**src/rtl/clkout_div_pkg.sv**
```systemverilog
package clkout_div_pkg;

    localparam int unsigned CODE_W = 4;

    typedef logic [CODE_W-1:0] code_t;

    localparam code_t DEFAULT_CODE = code_t'(4);

    typedef enum logic {
        PH_LOW  = 1'b0,
        PH_HIGH = 1'b1
    } phase_e;

    function automatic logic code_is_off(input code_t c);
        return c == '0;
    endfunction

    function automatic logic phase_last(input code_t cnt, input code_t lim);
        return cnt == (lim - code_t'(1));
    endfunction

endpackage

```
**src/rtl/clkout_run_gate.sv**
```systemverilog
module clkout_run_gate
    import clkout_div_pkg::*;
(
    input  logic  en,
    input  code_t code,
    output logic  run
);
    assign run = en && !code_is_off(code);
endmodule

```
**src/rtl/clkout_phase_counter.sv**
```systemverilog
module clkout_phase_counter
    import clkout_div_pkg::*;
(
    input  logic  clk,
    input  logic  rst,
    input  logic  run,
    input  code_t limit,
    output logic  last
);
    code_t cnt;

    assign last = run && phase_last(cnt, limit);

    always_ff @(posedge clk) begin
        if (rst || !run) begin
            cnt <= '0;
        end else if (last) begin
            cnt <= '0;
        end else begin
            cnt <= cnt + code_t'(1);
        end
    end
endmodule

```
**src/rtl/clkout_ratio_hold.sv**
```systemverilog
module clkout_ratio_hold
    import clkout_div_pkg::*;
#(
    parameter code_t RESET_CODE = DEFAULT_CODE
) (
    input  logic  clk,
    input  logic  rst,
    input  logic  load,
    input  code_t code_in,
    output code_t code_q
);
    always_ff @(posedge clk) begin
        if (rst) begin
            code_q <= RESET_CODE;
        end else if (load) begin
            code_q <= code_in;
        end
    end
endmodule

```
**src/rtl/clkout_even_div.sv**
```systemverilog
module clkout_even_div
    import clkout_div_pkg::*;
#(
    parameter code_t RESET_CODE = DEFAULT_CODE
) (
    input  logic                clk_ref,
    input  logic                rst,
    input  logic                out_en,
    input  logic [CODE_W-1:0]   div_code,
    output logic                clk_out
);
    logic   run;
    logic   last;
    logic   load_new;
    code_t  act_code;
    phase_e phase;

    clkout_run_gate u_gate (
        .en   (out_en),
        .code (div_code),
        .run  (run)
    );

    clkout_phase_counter u_ctr (
        .clk   (clk_ref),
        .rst   (rst),
        .run   (run),
        .limit (act_code),
        .last  (last)
    );

    assign load_new = last && (phase == PH_LOW);

    clkout_ratio_hold #(
        .RESET_CODE (RESET_CODE)
    ) u_hold (
        .clk     (clk_ref),
        .rst     (rst),
        .load    (load_new),
        .code_in (div_code),
        .code_q  (act_code)
    );

    always_ff @(posedge clk_ref) begin
        if (rst || !run) begin
            phase <= PH_LOW;
        end else if (last) begin
            phase <= (phase == PH_LOW) ? PH_HIGH : PH_LOW;
        end
    end

    assign clk_out = (phase == PH_HIGH);
endmodule

```
**config.mk**
```make
export PLATFORM = sky130hd
export DESIGN_NAME = clkout_even_div
export DESIGN_NICKNAME = d
export VERILOG_FILES = /design/src/rtl/clkout_div_pkg.sv /design/src/rtl/clkout_run_gate.sv /design/src/rtl/clkout_phase_counter.sv /design/src/rtl/clkout_ratio_hold.sv /design/src/rtl/clkout_even_div.sv
export SDC_FILE = /design/constraint.sdc
export NUM_CORES = 1
export LEC_CHECK = 0
export BUFFER_PORTS_ARGS = -buffer_cell sky130_fd_sc_hd__clkbuf_2
export CAP_MARGIN = 30
export CORE_AREA = 2 2 39 41
export DETAILED_ROUTE_END_ITERATION = 8
export DIE_AREA = 0 0 41 43
export HOLD_SLACK_MARGIN = 0.15
export PLACE_DENSITY = 0.61
export SYNTH_ARGS = -nofsm -noshare
export SYNTH_HDL_FRONTEND = slang
export SYNTH_SLANG_ARGS = --single-unit
```
**constraint.sdc**
```tcl
create_clock -name clk_ref -period 2.05 [get_ports clk_ref]
set_input_delay 0.1025 -clock clk_ref [delete_from_list [all_inputs] [get_ports clk_ref]]
set_output_delay 0.1025 -clock clk_ref [all_outputs]
set_load 0.02 [all_outputs]
```
==> results of run 1 <==
[routing by layer]
metal / wire length (µm) / global-route usage (%) / up-vias
met5: 0 / 0 / -
met3: 30 / 4.71 / 2
met4: 12 / 10.0 / 0
met1: 407 / 14.1 / 167
li1: - / - / 191
met2: 379 / 17.2 / 6
[logic make-up after synthesis]
family,count (synthesis)
DFF,9
muxes,4
xor gates and xnor gates,7
buffers and inverters,4
and+or+nand+nor,20
AOI/OAI and AO/OA,3
adders and majority gates,2
[metrics by stage]
step	cell area [µm²]	util, %	setup WS (ps)
floorplan	482	-	389
global placement	526	38.0	289
detailed placement	526	38.0	251
CTS	592	42.8	242
global route	592	42.8	134
finish	592	42.8	270
[sequential cells by signal, summed over array words and instances, names as in the netlist]
register,cells
clk_out,1
u_ctr.cnt,4
u_hold.code_q,4
[where the power goes]
group | internal, mW | total (mW) | leakage, nW | switching, mW
logic | 0.0176 | 0.0296 | 0.178 | 0.0120
clock network | 0.0752 | 0.142 | 0.0150 | 0.0669
registers | 0.177 | 0.180 | 0.0728 | 0.00254
total | 0.270 | 0.351 | 0.266 | 0.0814
[cell usage in the layout, fill, tap and decap left out]
| master | count |
|---|---|
| dlygate4sd3_1 | 4 |
| or3b_2 | 1 |
| mux2i_1 | 4 |
| dfxtp_1 | 9 |
| clkbuf_2 | 7 |
| a21boi_0 | 1 |
| or3_2 | 1 |
| nand3_2 | 1 |
| o21ai_0 | 2 |
| nor4_1 | 1 |
| xnor3_1 | 1 |
| nor2_1 | 6 |
| nor3b_1 | 1 |
| nand3_1 | 1 |
| xor2_1 | 3 |
| clkbuf_4 | 3 |
| inv_1 | 3 |
| xnor2_1 | 3 |
| clkbuf_1 | 1 |
| ha_1 | 2 |
| or3_1 | 1 |
| nand2b_1 | 6 |
| nor3_2 | 1 |
[worst max-delay path: stages (launching register included)]
cell	delay [ps]
dfxtp_1	420
inv_1	70
ha_1	300
xor2_1	160
nand3_2	100
or3_1	470
mux2i_1	160
[layout make-up]
class	instances	area [µm²]	share of cell area (%)
Multi-Input combinational cell	36	279	47.1
Sequential cell	9	180	30.4
Timing Repair Buffer	11	75.1	12.7
Clock buffer	4	26.3	4.44
Tap cell	16	20.0	3.38
Inverter	3	11.3	1.90
[path summary, 6_finish.rpt]
path                            startpoint                       endpoint  slack, ps  cells past startpoint
min reg2reg        u_ctr.cnt[0]$_SDFF_PP0_        u_ctr.cnt[0]$_SDFF_PP0_        480                      1
max          u_hold.code_q[0]$_SDFFE_PP0P_  u_hold.code_q[1]$_SDFFE_PP0P_        270                      6
max reg2reg  u_hold.code_q[0]$_SDFFE_PP0P_  u_hold.code_q[1]$_SDFFE_PP0P_        270                      6
min                                    rst  u_hold.code_q[2]$_SDFFE_PP1P_        180                      3
==> results.yml, run 1 <==
outcome:
  status: "completed"
logic_synthesis:
  synthSimpleGateAreaFrac_pct: 25.2
  yosysMostFrequentCell: "dfxtp_1"
  synth_edf_count: 0
  synth_top_family_by_area: "simple AND/OR/NAND/NOR gates"
  synth_commonest_cells: "9 x dfxtp_1, 6 x nand2b_1, 6 x nor2_1, 4 x mux2i_1"
  ys_seq_elements: 9
  synth_fa_ha_area_share_pct: 5.19
  netlist-cell-type-count: 20
  async_reset_ff_share_pct: 0
  synthFlopType: "dfxtp_1"
  syn_inst: 49
  syn_avg_cell_area_um2: 9.83
  yosysWarningCount: 0
  syn-num-nets: 58
  synth_compound_area_share_pct: 3.64
  ys_top_cells_by_area: "dfxtp_1 37%, mux2i_1 8.3%, nand2b_1 7.8%, xnor2_1 5.5%, xor2_1 5.5%"
  yosysTopAreaCell: "dfxtp_1"
  muxShareOfSynthArea_pct: 8.31
  synthXorXnorAreaFrac_pct: 15.6
  synth_top_area_share_pct: 37.4
  ys_seq_area_share_pct: 37.4
  synthesis.area_um2: 482
detailed_routing:
  via_per_inst: 4.63
  ant_nets: 0
  routed_wl_um: 830
  via_count: 366
  drt_iter0_markers: 3
  routedWlPerCell_um: 10.5
  firstDrtPassIters: 2
  post-route-drc-count: 0
final_layout:
  drive_gt1_share_pct: 22.2
  fin_cells: 79
  fillers: 141
  antenna_cells: 0
  syn2layout_area_growth_pct: 22.9
  nets: 73
floorplan:
  dieArea_mm2: 0.00176
  start_util_pct: 34.8
  row_count: 14
  core-area_mm2: 0.00138
  fp.dieH_um: 43
  die_x_um: 41
  pin_count: 8
timing:
  period_share_pct: 86.8
  hold_viol_final: 0
  fmax_mhz: 562
  whs_ps: 183
  grt_setup_unrepaired: "no"
  tightest_slew_ps: 486
  drv_slew: 0
  final.setup.tns_ps: 0
  setup_viol: 0
  relSlewSlack_pct: 67.2
  fin_crit_ps: 1780
  fin_skew_ps: 7.62
power_and_ir_drop:
  power_density_mw_per_mm2: 594
  ir_drop_mv: 0.274
  power_uw: 351
  total_leakage_power_nw: 0.266
setup_path:
  critPathLaunchType: "flip-flop"
  crit_arrival_ps: 1920
  crit_fanout: 4
  end_kind: "flip-flop"
  crit_type: "reg2reg"
  critical_path_required_ps: 2190
placed_design:
  portBuffers: 7
  hpwlAfterDp_um: 641
  dp.cells: 71
  place.gp.congestion: 0.691
global_routing:
  grt_max_degree: 10
  antenna_found_initial: 0
  grt_pass1_wl_mm: 1.38
  grt_overflow: 0
  grt_pass1_vias: 359
  track_usage_pct: 12.3
clock_tree:
  cts_buffers: 3
  post_cts_resized: 0
  clk_latency_ps: 260
  clockBufferDepth: 2
  postCtsSetupBuffers: 0
  root_buffer: "clkbuf_4"
  cts_hold_buf: 4
  h-tree-depth: 1
  clkTransAtPathRegs_ps: 70
  clock-sinks: 9
  cts_tree: "done"
worst_hold_path:
  worstHoldPathType: "in2reg"
job:
  maxCapViolCount: 0
No activity file was read; power rests on OpenSTA's default activity.
==> run 2: changes to the inputs <==
--- a/config.mk
+++ b/config.mk
@@ -5,13 +5,14 @@
 export SDC_FILE = /design/constraint.sdc
 export NUM_CORES = 1
 export LEC_CHECK = 0
+export ABC_CLOCK_PERIOD_IN_PS = 1500
 export BUFFER_PORTS_ARGS = -buffer_cell sky130_fd_sc_hd__clkbuf_2
 export CAP_MARGIN = 30
 export CORE_AREA = 2 2 39 41
 export DETAILED_ROUTE_END_ITERATION = 8
 export DIE_AREA = 0 0 41 43
 export HOLD_SLACK_MARGIN = 0.15
-export PLACE_DENSITY = 0.61
+export PLACE_DENSITY = 0.63
 export SYNTH_ARGS = -nofsm -noshare
 export SYNTH_HDL_FRONTEND = slang
 export SYNTH_SLANG_ARGS = --single-unit
==> constraint.sdc (replaced) <==
create_clock -name clk_ref -period 1.5 [get_ports clk_ref]
set_input_delay 0.075 -clock clk_ref [delete_from_list [all_inputs] [get_ports clk_ref]]
set_output_delay 0.075 -clock clk_ref [all_outputs]
set_load 0.02 [all_outputs]
==> results.yml, run 2 (synthesized netlist as in run 1, its figures left out) <==
floorplan:
  core-area_mm2: 0.00138
  pin_count: 8
  dieArea_mm2: 0.00176
  fp.dieH_um: 43
  row_count: 14
  die_x_um: 41
  start_util_pct: 34.8
detailed_routing:
  routedWlPerCell_um: 10.5
  routed_wl_um: 905
  via_count: 387
  drt_iter0_markers: 1
  firstDrtPassIters: 2
  post-route-drc-count: 0
  ant_nets: 0
  via_per_inst: 4.50
power_and_ir_drop:
  switchingPower_uw: 102
  combPwrFrac_pct: 9.9
  power_uw: 475
  seqPwrFrac_pct: 51.8
  swShare_pct: 21.5
  p_int_uw: 373
  pwr-share-clk_pct: 38.2
  power_density_mw_per_mm2: 699
  total_leakage_power_nw: 0.306
  ir_drop_mv: 0.390
clock_tree:
  root_buffer: "clkbuf_4"
  clockBufferDepth: 2
  clk_latency_ps: 260
  clock-sinks: 9
  cts_tree: "done"
  cts_buffers: 3
  clkTransAtPathRegs_ps: 60
  h-tree-depth: 1
setup_path:
  crit_family: "simple AND/OR/NAND/NOR gates"
  slowest_delay_ps: 380
  crit_type: "reg2reg"
  crit_arrival_ps: 1650
  crit_fanout: 4
  cpMaxStageDelayCell: "or3_4"
  crit_chain: "inv_2 -> ha_4 -> xor2_2 -> nand3_2 -> or3_4 -> mux2i_1"
  end_kind: "flip-flop"
  critPathBufInv: 1
  critical_path_required_ps: 1630
  critPathLaunchType: "flip-flop"
global_routing:
  grt_pass1_vias: 422
  track_usage_pct: 13.6
  antenna_found_initial: 0
  grt_pass1_wl_mm: 1.59
  grt_overflow: 0
  grt_max_degree: 10
final_layout:
  antenna_cells: 0
  drive_gt1_share_pct: 41.4
  final_cell_mix: "7 x dfxtp_1, 7 x clkbuf_2, 7 x buf_4"
  finalInstanceArea_um2: 679
  nets: 80
  fin_util_pct: 49.1
  syn2layout_area_growth_pct: 41.0
placed_design:
  hpwlAfterDp_um: 671
  place_area_um2: 572
  place.gp.congestion: 0.733
  portBuffers: 7
timing:
  tightest_slew_ps: 324
  setup_viol: 2
  drv_slew: 0
  period_share_pct: 101
  hold_viol_final: 0
  setup_ws_ps: -12.7
  whs_ps: 188
  relSlewSlack_pct: 78.2
  grt_setup_unrepaired: "yes"
  fin_skew_ps: 8.09
  fmax_mhz: 661
  fin_crit_ps: 1510
worst_hold_path:
  worstHoldPathType: "in2reg"
outcome:
  violations: "setup timing"
  status: "finished with violations"
job:
  maxCapViolCount: 0
==> run 2: final timing paths <==
check	slack, ps	start	depth (start not counted)	end
setup / recovery	-10	u_hold.code_q[1]$_SDFFE_PP0P_	6	u_hold.code_q[2]$_SDFFE_PP1P_
hold / removal	190	rst	3	u_hold.code_q[1]$_SDFFE_PP0P_
hold reg to reg	500	u_ctr.cnt[0]$_SDFF_PP0_	1	u_ctr.cnt[0]$_SDFF_PP0_
setup reg to reg	-10	u_hold.code_q[1]$_SDFFE_PP0P_	6	u_hold.code_q[2]$_SDFFE_PP1P_
==> run 2: metrics by stage <==
stage	setup TNS (ps)	setup WS (ps)	instances
after floorplan	-318	-80.9	49
after global placement	-540	-133	77
after detailed placement	-573	-146	77
after CTS	-335	-97.6	86
after global routing	-257	-78.8	86
final	-24.6	-12.7	86
==> run 2: timing repair <==
item / in CTS / in global routing
gates resized for setup: 5 / 3
pin swaps: 3 / 2
setup buffers: 1 / 0
hold buffers: 4 / 0
hold endpoints to repair: 4 / 0
setup endpoints to repair: 5 / 9
==> run 2: cell type report <==
cell class / instances / area, µm²
flip-flops and latches: 9 / 183
well taps: 16 / 20.0
fillers: 133 / 704
repair buffers: 18 / 128
multi-input cells: 36 / 312
inverters: 3 / 11.3
clock buffers: 4 / 26.3
==> run 2: tightest hold or removal path: stages <==
cell      delay (ps)
clkbuf_2         150
nand2b_1         120
mux2i_1           60
==> run 2: per-layer routing <==
layer / vias to the layer above / GRT usage [%] / share of wire [%]
met2: 5 / 21.9 / 54
met1: 179 / 15.3 / 44
met3: 0 / 3.14 / 1.7
met5: - / 0 / 0
met4: 0 / 8.00 / 0
li1: 203 / - / -
==> run 2: power groups by stage <==
stage               Combinational, mW  Clock, mW  Sequential (mW)
floorplan                      0.0189          0            0.251
CTS                            0.0456      0.194            0.246
detailed placement             0.0362          0            0.251
global route                   0.0533      0.208            0.247
finish                         0.0472      0.182            0.246
global placement               0.0355          0            0.251
==> run 3: changes to the inputs <==
--- a/config.mk
+++ b/config.mk
@@ -5,14 +5,14 @@
 export SDC_FILE = /design/constraint.sdc
 export NUM_CORES = 1
 export LEC_CHECK = 0
-export ABC_CLOCK_PERIOD_IN_PS = 1500
+export ABC_CLOCK_PERIOD_IN_PS = 1900
 export BUFFER_PORTS_ARGS = -buffer_cell sky130_fd_sc_hd__clkbuf_2
 export CAP_MARGIN = 30
 export CORE_AREA = 2 2 39 41
 export DETAILED_ROUTE_END_ITERATION = 8
 export DIE_AREA = 0 0 41 43
 export HOLD_SLACK_MARGIN = 0.15
-export PLACE_DENSITY = 0.63
+export PLACE_DENSITY = 0.61
 export SYNTH_ARGS = -nofsm -noshare
 export SYNTH_HDL_FRONTEND = slang
 export SYNTH_SLANG_ARGS = --single-unit
==> constraint.sdc (replaced) <==
create_clock -name clk_ref -period 1.9 [get_ports clk_ref]
set_input_delay 0.095 -clock clk_ref [delete_from_list [all_inputs] [get_ports clk_ref]]
set_output_delay 0.095 -clock clk_ref [all_outputs]
set_load 0.02 [all_outputs]
==> results.yml, run 3 (synthesized netlist as in run 1, its figures left out) <==
timing:
  fin_crit_ps: 1700
  grt_setup_unrepaired: "no"
  relSlewSlack_pct: 74.8
  hold_viol_final: 0
  tightest_slew_ps: 375
  final.setup.tns_ps: 0
  period_share_pct: 89.2
  drv_slew: 0
  whs_ps: 197
  fmax_mhz: 590
  fin_skew_ps: 0.742
  setup_viol: 0
  setup_ws_ps: 205
power_and_ir_drop:
  power_density_mw_per_mm2: 626
  ir_drop_mv: 0.526
  total_leakage_power_nw: 0.275
  power_uw: 379
final_layout:
  syn2layout_area_growth_pct: 25.7
  fillers: 132
  drive_gt1_share_pct: 26.6
  antenna_cells: 0
  nets: 74
  final_cell_mix: "9 x dfxtp_1, 7 x clkbuf_2, 6 x nor2_1, 6 x nand2b_1"
  final_common_cell: "dfxtp_1"
  fin_util_pct: 43.8
detailed_routing:
  firstDrtPassIters: 2
  drt_iter0_markers: 6
  via_count: 373
  post-route-drc-count: 0
  ant_nets: 0
  routed_wl_um: 818
  routedWlPerCell_um: 10.2
  via_per_inst: 4.66
global_routing:
  grt_pass1_vias: 371
  antenna_found_initial: 0
  grt_overflow: 0
  grt_pass1_wl_mm: 1.44
  track_usage_pct: 13.1
  grt_max_degree: 10
clock_tree:
  cts_buffers: 3
  clkTransAtPathRegs_ps: 70
  clockBufferDepth: 2
  postCtsSetupBuffers: 0
  h-tree-depth: 1
  clock-sinks: 9
  clk_latency_ps: 260
  cts_tree: "done"
  root_buffer: "clkbuf_4"
setup_path:
  cpMaxStageDelayCell: "or3_4"
  crit_type: "reg2reg"
  slowest_delay_ps: 430
  crit_fanout: 4
  critical_path_required_ps: 2050
  end_kind: "flip-flop"
  crit_arrival_ps: 1850
  critPathLaunchType: "flip-flop"
  crit_chain: "inv_1 -> ha_1 -> xor2_1 -> nand3_2 -> or3_4 -> mux2i_1"
placed_design:
  portBuffers: 7
  place_ws_ps: 120
  place.gp.congestion: 0.657
  hpwlAfterDp_um: 596
worst_hold_path:
  worstHoldPathType: "in2reg"
floorplan:
  pin_count: 8
  core-area_mm2: 0.00138
  fp.dieH_um: 43
  dieArea_mm2: 0.00176
  start_util_pct: 34.8
  row_count: 14
  die_x_um: 41
outcome:
  status: "completed"
job:
  maxCapViolCount: 0
-- run 3: what timing repair did --
item                                    4_1_cts  5_1_grt
hold buffers                                  4        0
gates resized for setup                       0        1
endpoints found under the setup margin        0        4
endpoints found under the hold margin         4        0
-- run 3: final timing paths --
kind | startpoint | to | slack, ps | cells after the start
setup reg to reg | u_hold.code_q[0]$_SDFFE_PP0P_ | u_hold.code_q[2]$_SDFFE_PP1P_ | 200 | 6
setup / recovery | u_hold.code_q[0]$_SDFFE_PP0P_ | u_hold.code_q[2]$_SDFFE_PP1P_ | 200 | 6
hold reg to reg | u_ctr.cnt[0]$_SDFF_PP0_ | u_ctr.cnt[0]$_SDFF_PP0_ | 480 | 1
hold / removal | rst | u_hold.code_q[2]$_SDFFE_PP1P_ | 200 | 3
-- run 3: area by class of cell --
class | instances | area, µm² | share of cell area (%)
well taps | 16 | 20.0 | 3.31
repair buffers | 12 | 82.6 | 13.6
inverters | 3 | 11.3 | 1.86
clock inverters | 1 | 5.00 | 0.826
multi-input cells | 36 | 284 | 46.9
flip-flops and latches | 9 | 180 | 29.8
clock buffers | 3 | 22.5 | 3.72
-- run 3: per-stage QoR --
step	cell area, µm²	cells
CTS	601	80
detailed placement	533	72
finish	606	80
global placement	533	72
floorplan	482	49
global route	606	80
-- run 3: metal layers --
metal / global-route usage (%) / part of all wire (%)
met4: 6.00 / 2.1
met3: 9.42 / 6.1
met2: 19.4 / 47
met5: 0 / 0
met1: 13.5 / 45
-- run 3: critical path: cells and delay by family (launching register included) --
family | cells | cell delay, ps
AND/OR/NAND/NOR | 2 | 540
XOR/XNOR | 1 | 160
multiplexers | 1 | 140
buffers and inverters | 1 | 60
flip-flops | 1 | 390
adder cells (fa/ha/maj) | 1 | 300
-- run 3: report_power, final --
group	switching (mW)	total (mW)	leakage [nW]	internal (mW)
Sequential	0.00288	0.194	0.0728	0.191
Clock	0.0734	0.151	0.0177	0.0779
Combinational	0.0132	0.0337	0.184	0.0205
